[src/rtl/vfd_scan_pkg.sv]
package vfd_scan_pkg;

    typedef enum logic [2:0] {
        SQ_IDLE,
        SQ_MASK,
        SQ_LATCH,
        SQ_GCLK_LO,
        SQ_GCLK_HI,
        SQ_SELECT,
        SQ_SHOW,
        SQ_WAIT
    } scan_state_e;

    function automatic int max_of3(input int a, input int b, input int c);
        int m;
        m = (a > b) ? a : b;
        return (m > c) ? m : c;
    endfunction

endpackage

[src/rtl/vfd_step_timer.sv]
module vfd_step_timer #(
    parameter int TIMER_W = 16
) (
    input  logic               clk,
    input  logic               rst_n,
    input  logic               enable,
    input  logic               load,
    input  logic [TIMER_W-1:0] reload,
    output logic               expired
);

    logic [TIMER_W-1:0] cnt_q;

    always_ff @(posedge clk) begin
        if (!rst_n) begin
            cnt_q <= '0;
        end else if (!enable) begin
            cnt_q <= '0;
        end else if (load) begin
            cnt_q <= reload;
        end else if (cnt_q != '0) begin
            cnt_q <= cnt_q - 1'b1;
        end
    end

    assign expired = (cnt_q == '0);

    // the count only moves down by one between loads
    a_r8_timer_down: assert property (@(posedge clk) disable iff (!rst_n)
        (enable && !load && cnt_q != '0) |=> (cnt_q == $past(cnt_q) - 1'b1) || !enable)
        else $error("R8 timer did not count down");

endmodule

[src/rtl/vfd_step_counter.sv]
module vfd_step_counter #(
    parameter int STEPS   = 64,
    parameter int STEP_W  = 7,
    parameter int FRAME_W = 16
) (
    input  logic               clk,
    input  logic               rst_n,
    input  logic               enable,
    input  logic               advance,
    output logic [STEP_W-1:0]  step_q,
    output logic               vsync_q,
    output logic [FRAME_W-1:0] frame_q
);

    localparam logic [STEP_W-1:0] LAST_STEP = STEP_W'(STEPS);
    localparam logic [STEP_W-1:0] FIRST_STEP = STEP_W'(1);

    logic wrap;
    assign wrap = advance && (step_q == LAST_STEP);

    always_ff @(posedge clk) begin
        if (!rst_n) begin
            step_q <= '0;
        end else if (!enable) begin
            step_q <= '0;
        end else if (advance) begin
            step_q <= (step_q == LAST_STEP) ? FIRST_STEP : step_q + 1'b1;
        end
    end

    always_ff @(posedge clk) begin
        if (!rst_n) begin
            vsync_q <= 1'b0;
            frame_q <= '0;
        end else begin
            vsync_q <= enable && wrap;
            if (enable && wrap) begin
                frame_q <= frame_q + 1'b1;
            end
        end
    end

    // each new step follows the previous one, wrapping at the last
    a_r2_step_order: assert property (@(posedge clk) disable iff (!rst_n)
        (enable && advance && step_q != '0) |=>
            (step_q == (($past(step_q) == LAST_STEP) ? FIRST_STEP : $past(step_q) + 1'b1)) || !enable)
        else $error("R2 step order broken");

    // vsync marks the first step of a new frame and lasts one cycle
    a_r10_vsync_first: assert property (@(posedge clk) disable iff (!rst_n)
        vsync_q |-> (step_q == FIRST_STEP) && ($past(step_q) == LAST_STEP))
        else $error("R10 vsync outside frame wrap");

    a_r10_vsync_single: assert property (@(posedge clk) disable iff (!rst_n)
        vsync_q |=> !vsync_q)
        else $error("R10 vsync longer than one cycle");

endmodule

[src/rtl/vfd_anode_track.sv]
module vfd_anode_track (
    input  logic clk,
    input  logic rst_n,
    input  logic start,
    input  logic done,
    input  logic stall,
    output logic ready,
    output logic overrun
);

    logic busy_q;

    always_ff @(posedge clk) begin
        if (!rst_n) begin
            busy_q <= 1'b0;
        end else if (start) begin
            busy_q <= 1'b1;
        end else if (done) begin
            busy_q <= 1'b0;
        end
    end

    always_ff @(posedge clk) begin
        if (!rst_n) begin
            overrun <= 1'b0;
        end else if (stall) begin
            overrun <= 1'b1;
        end
    end

    assign ready = !busy_q || done;

    // the overrun flag never clears outside reset
    a_r9_overrun_sticky: assert property (@(posedge clk) disable iff (!rst_n)
        $past(overrun) |-> overrun)
        else $error("R9 overrun flag dropped");

    // a transfer in flight keeps the tracker busy until done
    a_r9_busy_after_start: assert property (@(posedge clk) disable iff (!rst_n)
        start |=> !ready || done)
        else $error("R9 shifter seen ready right after start");

endmodule

[src/rtl/vfd_scan_fsm.sv]
module vfd_scan_fsm
    import vfd_scan_pkg::*;
#(
    parameter int SETTLE_CYC = 63,
    parameter int LATCH_CYC  = 75,
    parameter int GCLK_CYC   = 25,
    parameter int TOKEN      = 2,
    parameter int STEP_W     = 7
) (
    input  logic              clk,
    input  logic              rst_n,
    input  logic              enable,
    input  logic              expired,
    input  logic              ready,
    input  logic [STEP_W-1:0] step,
    output logic              advance,
    output logic              stall,
    output logic              grid_blank,
    output logic              bank1_blank,
    output logic              bank2_blank,
    output logic              latch,
    output logic              grid_clk,
    output logic              grid_data,
    output logic              anode_start
);

    localparam int PH_MAX = max_of3(SETTLE_CYC, LATCH_CYC, GCLK_CYC);
    localparam int PH_W   = (PH_MAX > 1) ? $clog2(PH_MAX) : 1;
    localparam logic [STEP_W-1:0] TOKEN_LAST = STEP_W'(TOKEN);

    scan_state_e       state_q, state_d;
    logic [PH_W-1:0]   ph_q, ph_d;
    logic              odd_step;

    function automatic logic [PH_W-1:0] ph_init(input scan_state_e s);
        case (s)
            SQ_MASK, SQ_SELECT:     ph_init = PH_W'(SETTLE_CYC - 1);
            SQ_LATCH:               ph_init = PH_W'(LATCH_CYC - 1);
            SQ_GCLK_LO, SQ_GCLK_HI: ph_init = PH_W'(GCLK_CYC - 1);
            default:                ph_init = '0;
        endcase
    endfunction

    always_comb begin
        state_d = state_q;
        unique case (state_q)
            SQ_IDLE:    state_d = SQ_MASK;
            SQ_MASK:    if (ph_q == '0) state_d = SQ_LATCH;
            SQ_LATCH:   if (ph_q == '0) state_d = SQ_GCLK_LO;
            SQ_GCLK_LO: if (ph_q == '0) state_d = SQ_GCLK_HI;
            SQ_GCLK_HI: if (ph_q == '0) state_d = SQ_SELECT;
            SQ_SELECT:  if (ph_q == '0) state_d = SQ_SHOW;
            SQ_SHOW:    state_d = SQ_WAIT;
            SQ_WAIT:    if (expired && ready) state_d = SQ_MASK;
            default:    state_d = SQ_IDLE;
        endcase
        if (!enable) begin
            state_d = SQ_IDLE;
        end
    end

    always_comb begin
        if (state_d != state_q) begin
            ph_d = ph_init(state_d);
        end else if (ph_q != '0) begin
            ph_d = ph_q - 1'b1;
        end else begin
            ph_d = ph_q;
        end
    end

    always_ff @(posedge clk) begin
        if (!rst_n) begin
            state_q <= SQ_IDLE;
            ph_q    <= '0;
        end else begin
            state_q <= state_d;
            ph_q    <= ph_d;
        end
    end

    assign advance  = (state_d == SQ_MASK) && (state_q != SQ_MASK);
    assign stall    = (state_q == SQ_WAIT) && expired && !ready;
    assign odd_step = step[0];

    always_comb begin
        grid_blank  = 1'b1;
        bank1_blank = 1'b1;
        bank2_blank = 1'b1;
        latch       = 1'b0;
        grid_clk    = 1'b1;
        anode_start = 1'b0;
        grid_data   = (state_q != SQ_IDLE) && (step != '0) && (step <= TOKEN_LAST);
        unique case (state_q)
            SQ_LATCH:   latch = 1'b1;
            SQ_GCLK_LO: grid_clk = 1'b0;
            SQ_SELECT: begin
                bank1_blank = !odd_step;
                bank2_blank = odd_step;
            end
            SQ_SHOW: begin
                grid_blank  = 1'b0;
                bank1_blank = !odd_step;
                bank2_blank = odd_step;
                anode_start = 1'b1;
            end
            SQ_WAIT: begin
                grid_blank  = 1'b0;
                bank1_blank = !odd_step;
                bank2_blank = odd_step;
            end
            default: ;
        endcase
    end

    // the shifter start is a single-cycle pulse
    a_r7_start_single: assert property (@(posedge clk) disable iff (!rst_n)
        anode_start |=> !anode_start)
        else $error("R7 start pulse too long");

    // grid clock only falls while everything is masked
    a_r5_gclk_masked: assert property (@(posedge clk) disable iff (!rst_n)
        $fell(grid_clk) |-> grid_blank && bank1_blank && bank2_blank)
        else $error("R5 grid clock edge while unmasked");

    // no step advance while the shifter is still busy
    a_r9_hold_busy: assert property (@(posedge clk) disable iff (!rst_n)
        (state_q == SQ_WAIT && !ready && enable) |=> state_q == SQ_WAIT)
        else $error("R9 step advanced while shifter busy");

    // a bank is already chosen when the grid mask drops
    a_r6_select_first: assert property (@(posedge clk) disable iff (!rst_n)
        $fell(grid_blank) |-> (bank1_blank != bank2_blank) && $past(bank1_blank != bank2_blank))
        else $error("R6 mask released before bank select");

endmodule

[src/rtl/vfd_scan_seq.sv]
module vfd_scan_seq #(
    parameter int STEPS      = 64,
    parameter int TOKEN      = 2,
    parameter int TIMER_W    = 16,
    parameter int FRAME_W    = 16,
    parameter int SETTLE_CYC = 63,
    parameter int LATCH_CYC  = 75,
    parameter int GCLK_CYC   = 25,
    localparam int STEP_W    = $clog2(STEPS + 1)
) (
    input  logic               clk,
    input  logic               rst_n,
    input  logic               enable,
    input  logic [TIMER_W-1:0] step_reload,
    input  logic               anode_done,
    output logic               anode_start,
    output logic               grid_blank,
    output logic               bank1_blank,
    output logic               bank2_blank,
    output logic               latch,
    output logic               grid_clk,
    output logic               grid_data,
    output logic               vsync,
    output logic [FRAME_W-1:0] frame_count,
    output logic [STEP_W-1:0]  step_idx,
    output logic               overrun
);

    logic advance;
    logic stall;
    logic expired;
    logic ready;

    vfd_step_timer #(
        .TIMER_W (TIMER_W)
    ) u_timer (
        .clk     (clk),
        .rst_n   (rst_n),
        .enable  (enable),
        .load    (advance),
        .reload  (step_reload),
        .expired (expired)
    );

    vfd_step_counter #(
        .STEPS   (STEPS),
        .STEP_W  (STEP_W),
        .FRAME_W (FRAME_W)
    ) u_counter (
        .clk     (clk),
        .rst_n   (rst_n),
        .enable  (enable),
        .advance (advance),
        .step_q  (step_idx),
        .vsync_q (vsync),
        .frame_q (frame_count)
    );

    vfd_anode_track u_track (
        .clk     (clk),
        .rst_n   (rst_n),
        .start   (anode_start),
        .done    (anode_done),
        .stall   (stall),
        .ready   (ready),
        .overrun (overrun)
    );

    vfd_scan_fsm #(
        .SETTLE_CYC (SETTLE_CYC),
        .LATCH_CYC  (LATCH_CYC),
        .GCLK_CYC   (GCLK_CYC),
        .TOKEN      (TOKEN),
        .STEP_W     (STEP_W)
    ) u_fsm (
        .clk         (clk),
        .rst_n       (rst_n),
        .enable      (enable),
        .expired     (expired),
        .ready       (ready),
        .step        (step_idx),
        .advance     (advance),
        .stall       (stall),
        .grid_blank  (grid_blank),
        .bank1_blank (bank1_blank),
        .bank2_blank (bank2_blank),
        .latch       (latch),
        .grid_clk    (grid_clk),
        .grid_data   (grid_data),
        .anode_start (anode_start)
    );

    // one cycle after disable every line is in the dark state
    a_r1_safe_off: assert property (@(posedge clk) disable iff (!rst_n)
        !enable |=> grid_blank && bank1_blank && bank2_blank && !latch && !anode_start)
        else $error("R1 lines not safe while disabled");

    // the two anode banks are never lit together
    a_r6_one_bank: assert property (@(posedge clk) disable iff (!rst_n)
        !(!bank1_blank && !bank2_blank))
        else $error("R6 both banks unblanked");

    // latching only happens fully masked
    a_r4_latch_masked: assert property (@(posedge clk) disable iff (!rst_n)
        latch |-> grid_blank && bank1_blank && bank2_blank)
        else $error("R4 latch while unmasked");

endmodule

[config.mk]
export PLATFORM = sky130hd
export DESIGN_NAME = vfd_scan_seq
export DESIGN_NICKNAME = d
export VERILOG_FILES = /design/src/rtl/vfd_scan_pkg.sv /design/src/rtl/vfd_step_timer.sv /design/src/rtl/vfd_step_counter.sv /design/src/rtl/vfd_anode_track.sv /design/src/rtl/vfd_scan_fsm.sv /design/src/rtl/vfd_scan_seq.sv
export SDC_FILE = /design/constraint.sdc
export NUM_CORES = 1
export LEC_CHECK = 0
export ABC_CLOCK_PERIOD_IN_PS = 4210
export CAP_MARGIN = 20
export CORE_MARGIN = 3
export CORE_UTILIZATION = 50
export DETAILED_ROUTE_END_ITERATION = 8
export HOLD_SLACK_MARGIN = 0.1
export PLACE_DENSITY = 0.82
export RECOVER_POWER = 100
export SLEW_MARGIN = 20
export SYNTH_ARGS = -nofsm -noshare
export SYNTH_HDL_FRONTEND = slang
export SYNTH_SLANG_ARGS = --single-unit
[constraint.sdc]
create_clock -name clk -period 4.21 [get_ports clk]
set_input_delay 0.842 -clock clk [delete_from_list [all_inputs] [get_ports clk]]
set_output_delay 0.842 -clock clk [all_outputs]
set_load 0.02 [all_outputs]
==> results.sh, run 1 <==
export IMPL_status="finished, final reports clean"
export IMPL_clock_power_share_pct=28.8
export IMPL_io_buffers=51
export IMPL_slew_violations=0
export IMPL_netSwitchingPower_mw=0.3877
export IMPL_clk_path_buf_depth=2
export IMPL_syn_num_nets=401
export IMPL_rsz0062_at_grt="false"
export IMPL_cp_common_cell="nor3_1"
export IMPL_cp_num_cells=7
export IMPL_start_util_pct=52.98
export IMPL_yosys_area_top_type_share_pct=34.62
export IMPL_postCtsSetupBuffers=0
export IMPL_critPathRequiredTime_ns=4.44
export IMPL_cp_top_family="simple AND/OR/NAND/NOR gates"
export IMPL_clk_latency_ns=0.32
export IMPL_placementRows=27
export IMPL_die_h_um=83.55
export IMPL_cap_violations=0
export IMPL_synth_most_common_cell="dfxtp_1"
export IMPL_worst_path_max_fanout=17
export IMPL_hold_depth=2
export IMPL_synthTopCellsByCount="dfxtp_1, nand2_1, nor2_1, a21oi_1, nor3_1"
export IMPL_finalHoldViolCount=0
export IMPL_nets=439
export IMPL_cts_made_buffers=5
export IMPL_drtPass1Iterations=4
export IMPL_yosysTopAreaCell="dfxtp_1"
export IMPL_core_area_mm2=0.005675
export IMPL_tritoncts="built"
export IMPL_synth_edf_count=0
export IMPL_grt_pass1_wl_mm=12.47
export IMPL_synthFlopType="dfxtp_1"
export IMPL_overflow=0
export IMPL_grt_pass1_vias=2719
export IMPL_ys_warn_count=0
export IMPL_synth_distinct_cells=54
export IMPL_dieArea_mm2=0.006980
export IMPL_hpwl_mm=5.310
export IMPL_reg2reg_depth=7
export IMPL_detail_route_vias_per_cell=6.031
export IMPL_synth_seq_cells=52
export IMPL_place_congestion=0.8343
export IMPL_skew_ns=0.01157
export IMPL_clk_pin_slew_ns=0.10
export IMPL_p_int_mw=0.8232
export IMPL_p_comb_share_pct=25.5
export IMPL_ctsHoldBuffers=0
export IMPL_synth_area_mm2=0.003007
export IMPL_fin_crit_ns=3.282
export IMPL_cpMaxStageDelayCell="o31ai_2"
export IMPL_wl_mm=7.366
export IMPL_netlist_instances=374
export IMPL_syn_avg_cell_area_um2=8.039
export IMPL_async_flop_share_pct=0
export IMPL_dp_slack_ns=1.111
export IMPL_min_path_type="reg -> reg"
export IMPL_antenna_found_initial=0
export IMPL_arrival_ns=3.51
export IMPL_criticalPathCategory="reg -> reg"
export IMPL_cellLeakagePower_nw=1.350
export IMPL_drt_initial_drc_count=194
export IMPL_wire_per_inst_um=15.19
export IMPL_grt_max_degree=28
export IMPL_setup_slack_ns=0.9283
export IMPL_diodes=0
export IMPL_max_freq_mhz=304.7
export IMPL_finalSetupTns_ns=0
export IMPL_worst_pin_slew_ns=1.212
export IMPL_vias=2925
export IMPL_period_share_pct=77.95
export IMPL_seq_area_frac_synth_pct=34.62
export IMPL_ctsResizeCount=0
export IMPL_path_cells="inv_1, ha_1, nor4b_1, nand4_1, o31ai_2, nor3_1, nor3_1"
export IMPL_slowest_delay_ns=1.15
export IMPL_ctsHtreeMaxLevel=2
export IMPL_swShare_pct=32.02
export IMPL_syn_to_final_growth_pct=19.52
export IMPL_relSlewSlack_pct=18.69
export IMPL_postRouteAntennaNets=0
export IMPL_root_buffer="clkbuf_8"
export IMPL_cts_sinks=52
export IMPL_start_kind="flop"
export IMPL_die_w_um=83.55
export IMPL_drc=0
export IMPL_endpoint_kind="flop"
export IMPL_seqPwrFrac_pct=45.8
export IMPL_setup_viol=0
export IMPL_track_usage_pct=20.93
export IMPL_synth_area_top_cells="dfxtp_1, nand2_1, a21oi_1"
export IMPL_io_pins=52
export IMPL_path_buf_inv=1
export IMPL_ir_drop_mv=0.2653
export IMPL_layout_drive_gt1_share_pct=4.116
export IMPL_power_density_mw_per_mm2=337.0
==> placed cells by master, fill, tap and decap left out, drive strengths merged, types with 4 or more instances in the layout <==
cell type,n
clkdlybuf4s50,18
nor3,21
dfxtp,52
xor2,5
a21oi,23
nand2b,13
o311ai,8
or3,6
o21ai,10
nand2,39
or4,5
a211oi,9
clkbuf,6
o31ai,4
ha,7
dlygate4sd3,33
and2,6
inv,16
nor2,29
nand3,15
o211ai,5
xnor2,7
mux2i,6
nor4,9
nand4,15
o41ai,8
==> worst reg2reg max path: stages (launching register included) <==
cell     delay (ns)
dfxtp_1        0.38
inv_1          0.12
ha_1           0.14
nor4b_1        0.46
nand4_1        0.58
o31ai_2        1.15
nor3_1         0.14
nor3_1         0.23
==> final cells by class <==
cell class | count | area, um2
timing repair buffer | 53 | 521.8
multi-input combinational | 284 | 1769
sequential | 52 | 1041
clock buffer | 5 | 68.82
fill | 492 | 2082
inverter | 16 | 60.06
clock inverter | 3 | 42.54
tap | 72 | 90.09
==> routing by layer <==
layer  part of all wire [%]  up-vias  routed length, um  global-route usage, %
met5                      0        -                  0                      0
met4                    1.8        0                132                  7.164
met3                    4.0       12                298                  4.047
met2                     49       71               3625                  35.86
met1                     45     1376               3309                  26.24
li1                       -     1466                  -                      -
==> path summary, 6_finish.rpt <==
kind,to,from,slack [ns]
worst max register to register,u_timer.cnt_q[9],u_timer.cnt_q[0],0.93
worst min-delay path,u_counter.frame_q[10],u_counter.frame_q[10],0.48
worst min register to register,u_counter.frame_q[10],u_counter.frame_q[10],0.48
worst max-delay path,u_timer.cnt_q[9],u_timer.cnt_q[0],0.93
==> sequential cells by signal, summed over array words and instances, names as in the netlist <==
signal / cells
u_counter.frame_q: 16
u_counter.step_q: 7
u_counter.vsync_q: 1
u_fsm.ph_q: 7
u_fsm.state_q: 3
u_timer.cnt_q: 16
u_track.busy_q: 1
u_track.overrun: 1
==> logic make-up after synthesis <==
family | synth area share [%]
AO/OA/AOI/OAI | 21.93
XOR/XNOR | 3.496
multiplexers | 1.998
buffers and inverters | 5.493
flip-flops | 34.62
adder cells (fa/ha/maj) | 2.913
AND/OR/NAND/NOR | 29.55
==> through the flow <==
step | cell area (um2) | std cells | total power [mW] | util, % | hold slack, ns
after floorplan | 3007 | 374 | 0.8026 | - | 0.4697
after global placement | 3517 | 477 | 0.8644 | 61.97 | 0.4638
after detailed placement | 3517 | 477 | 0.8725 | 61.97 | 0.4740
after CTS | 3628 | 485 | 1.218 | 63.93 | 0.4886
after global routing | 3593 | 485 | 1.280 | 63.32 | 0.5131
final | 3593 | 485 | 1.211 | 63.32 | 0.4824
==> power groups by stage <==
stage	combinational (mW)	sequential (mW)	clock (mW)
after floorplan	0.248	0.555	0
after detailed placement	0.308	0.565	0
after CTS	0.311	0.553	0.354
final	0.309	0.554	0.348
after global routing	0.349	0.559	0.373
after global placement	0.302	0.562	0
No activity file was read; power rests on OpenSTA's default activity.
==> run 2: changes to the inputs <==
--- a/config.mk
+++ b/config.mk
@@ -5,10 +5,10 @@
 export SDC_FILE = /design/constraint.sdc
 export NUM_CORES = 1
 export LEC_CHECK = 0
-export ABC_CLOCK_PERIOD_IN_PS = 4210
+export ABC_CLOCK_PERIOD_IN_PS = 2700
 export CAP_MARGIN = 20
 export CORE_MARGIN = 3
-export CORE_UTILIZATION = 50
+export CORE_UTILIZATION = 48
 export DETAILED_ROUTE_END_ITERATION = 8
 export HOLD_SLACK_MARGIN = 0.1
 export PLACE_DENSITY = 0.82
==> constraint.sdc (replaced) <==
create_clock -name clk -period 2.7 [get_ports clk]
set_input_delay 0.54 -clock clk [delete_from_list [all_inputs] [get_ports clk]]
set_output_delay 0.54 -clock clk [all_outputs]
set_load 0.02 [all_outputs]
==> run 2 against run 1 <==
Register-to-register slack lost 0.72 ns. Flip-flop and latch count stayed put. Wire length up 2.3%. Clock skew decreased by 0.0031 ns. First-iteration DRC count fell by 15%. Die area increased by 3.9%. Cell count increased by 3.9%. Via count rose by 1.3%. Combinational power grew 77%. Non-clock buffer count up 17. Largest cell class unchanged. Largest power group unchanged. Highest routed layer unchanged.
==> results.sh, run 2 (synthesis gave the netlist of run 1 again) <==
export IMPL_power_density_mw_per_mm2=505.6
export IMPL_skew_ns=0.008491
export IMPL_postPlaceCellArea_mm2=0.003649
export IMPL_place_congestion=0.9183
export IMPL_clk_path_buf_depth=2
export IMPL_largestRegisters="u_counter.frame_q (16), u_timer.cnt_q (16)"
export IMPL_worst_pin_slew_ns=0.7395
export IMPL_final_cell_mix="dfxtp_1, nand2_1, dlygate4sd3_1"
export IMPL_reg2reg_slack_ns=0.21
export IMPL_die_h_um=85.15
export IMPL_diodes=0
export IMPL_dieArea_mm2=0.007250
export IMPL_drc=0
export IMPL_nets=456
export IMPL_cts_sinks=52
export IMPL_io_pins=52
export IMPL_grt_max_degree=28
export IMPL_die_w_um=85.15
export IMPL_grt_pass1_wl_mm=12.45
export IMPL_drt_initial_drc_count=164
export IMPL_ir_drop_mv=0.4503
export IMPL_r2r_start="u_timer.cnt_q[0]"
export IMPL_root_buffer="clkbuf_8"
export IMPL_relSlewSlack_pct=50.54
export IMPL_finalHoldViolCount=0
export IMPL_setup_worst_path_start="u_counter.step_q[2]"
export IMPL_hpwl_mm=5.528
export IMPL_cap_violations=0
export IMPL_dp_slack_ns=0.1981
export IMPL_ctsHoldBuffers=0
export IMPL_clk_latency_ns=0.30
export IMPL_fin_area_mm2=0.003721
export IMPL_layout_drive_gt1_share_pct=7.459
export IMPL_worst_path_max_fanout=5
export IMPL_cts_made_buffers=5
export IMPL_setup_viol=0
export IMPL_wl_mm=7.539
export IMPL_io_buffers=51
export IMPL_grt_pass1_vias=2753
export IMPL_drtPass1Iterations=4
export IMPL_rsz0062_at_grt="false"
export IMPL_antenna_found_initial=0
export IMPL_critPathRequiredTime_ns=2.16
export IMPL_reg2reg_depth=8
export IMPL_core_area_mm2=0.005991
export IMPL_cellLeakagePower_nw=1.413
export IMPL_tritoncts="built"
export IMPL_endpoint_kind="output port"
export IMPL_start_kind="flop"
export IMPL_start_util_pct=50.19
export IMPL_period_share_pct=96.11
export IMPL_postRouteAntennaNets=0
export IMPL_endpoint="grid_data"
export IMPL_detail_route_vias_per_cell=5.879
export IMPL_clk_pin_slew_ns=0.09
export IMPL_criticalPathCategory="reg -> out"
export IMPL_min_path_type="reg -> reg"
export IMPL_fin_crit_ns=2.595
export IMPL_wire_per_inst_um=14.96
export IMPL_overflow=0
export IMPL_slew_violations=0
export IMPL_status="finished, final reports clean"
export IMPL_ctsHtreeMaxLevel=2
export IMPL_max_freq_mhz=385.4
export IMPL_finalSetupTns_ns=0
export IMPL_final_common_cell="dfxtp_1"
export IMPL_track_usage_pct=20.58
export IMPL_placementRows=28
export IMPL_syn_to_final_growth_pct=23.76
export IMPL_arrival_ns=2.05
export IMPL_setup_slack_ns=0.1051
export IMPL_vias=2963
export IMPL_timing_rr_end="u_counter.frame_q[12]"
run 2: cell count changes in the layout (fill, tap and decap cells not counted), sizes merged:
cell,previous run,this run
clkdlybuf4s50,18,21
buf,1,15
bufinv,1,0
clkinvlp,1,0
clkinv,1,0
dlygate4sd3,33,30
clkbuf,6,11
run 2: where the power goes:
part	switching [mW]	internal, mW	total (mW)
registers	0.0478	0.809	0.857
clock network	0.248	0.229	0.477
logic	0.306	0.241	0.547
total	0.602	1.28	1.88
run 2: routing by layer:
metal,part of all wire [%],vias up,GRT usage [%]
met5,0,-,0
met4,1.5,0,5.755
met3,4.7,11,3.495
met2,49,77,34.96
met1,45,1382,26.85
li1,-,1493,-
run 2: how the worst min path moves through the flow:
stage	start	to	cells past startpoint
3_5_place_dp	u_counter.frame_q[13]	u_counter.frame_q[13]	2
5_1_grt	u_counter.frame_q[13]	u_counter.frame_q[13]	2
6_report	u_counter.frame_q[13]	u_counter.frame_q[13]	2
2_1_floorplan	u_fsm.ph_q[6]	u_fsm.ph_q[6]	2
4_1_cts	u_counter.frame_q[13]	u_counter.frame_q[13]	2
3_3_place_gp	u_counter.frame_q[13]	u_counter.frame_q[13]	2
run 2: critical path: stages (launching register included):
cell             delay [ns]
dfxtp_1                0.35
nor4_1                 0.51
o2111a_1               0.29
clkdlybuf4s50_1        0.62
run 2: area by class of cell:
cell class	count	area [um2]
repair buffers	70	638.1
inverters	16	60.06
flip-flops and latches	52	1044
fillers	526	2270
well taps	75	93.84
clock buffers	7	96.34
multi-input cells	284	1789
run 2: stage by stage:
step / power (mW) / hold WS, ns / cells / utilization (%)
after floorplan: 1.251 / 0.4697 / 374 / -
after global placement: 1.405 / 0.4603 / 497 / 60.90
after detailed placement: 1.424 / 0.4768 / 497 / 60.90
after CTS: 1.897 / 0.4918 / 504 / 62.51
after global routing: 1.988 / 0.5178 / 504 / 62.11
final: 1.881 / 0.4810 / 504 / 62.11
run 2: what timing repair did:
item | 4_1_cts | 5_1_grt
endpoints found under the setup margin | 0 | 2
setup buffers | 0 | 0
resized for setup | 0 | 2
==> run 3: changes to the inputs <==
--- a/config.mk
+++ b/config.mk
@@ -17,3 +17,4 @@
 export SYNTH_ARGS = -nofsm -noshare
 export SYNTH_HDL_FRONTEND = slang
 export SYNTH_SLANG_ARGS = --single-unit
+export TNS_END_PERCENT = 100
==> results of run 3 <==
No change in the layout: final DEF, timing and power equal those of run 2.
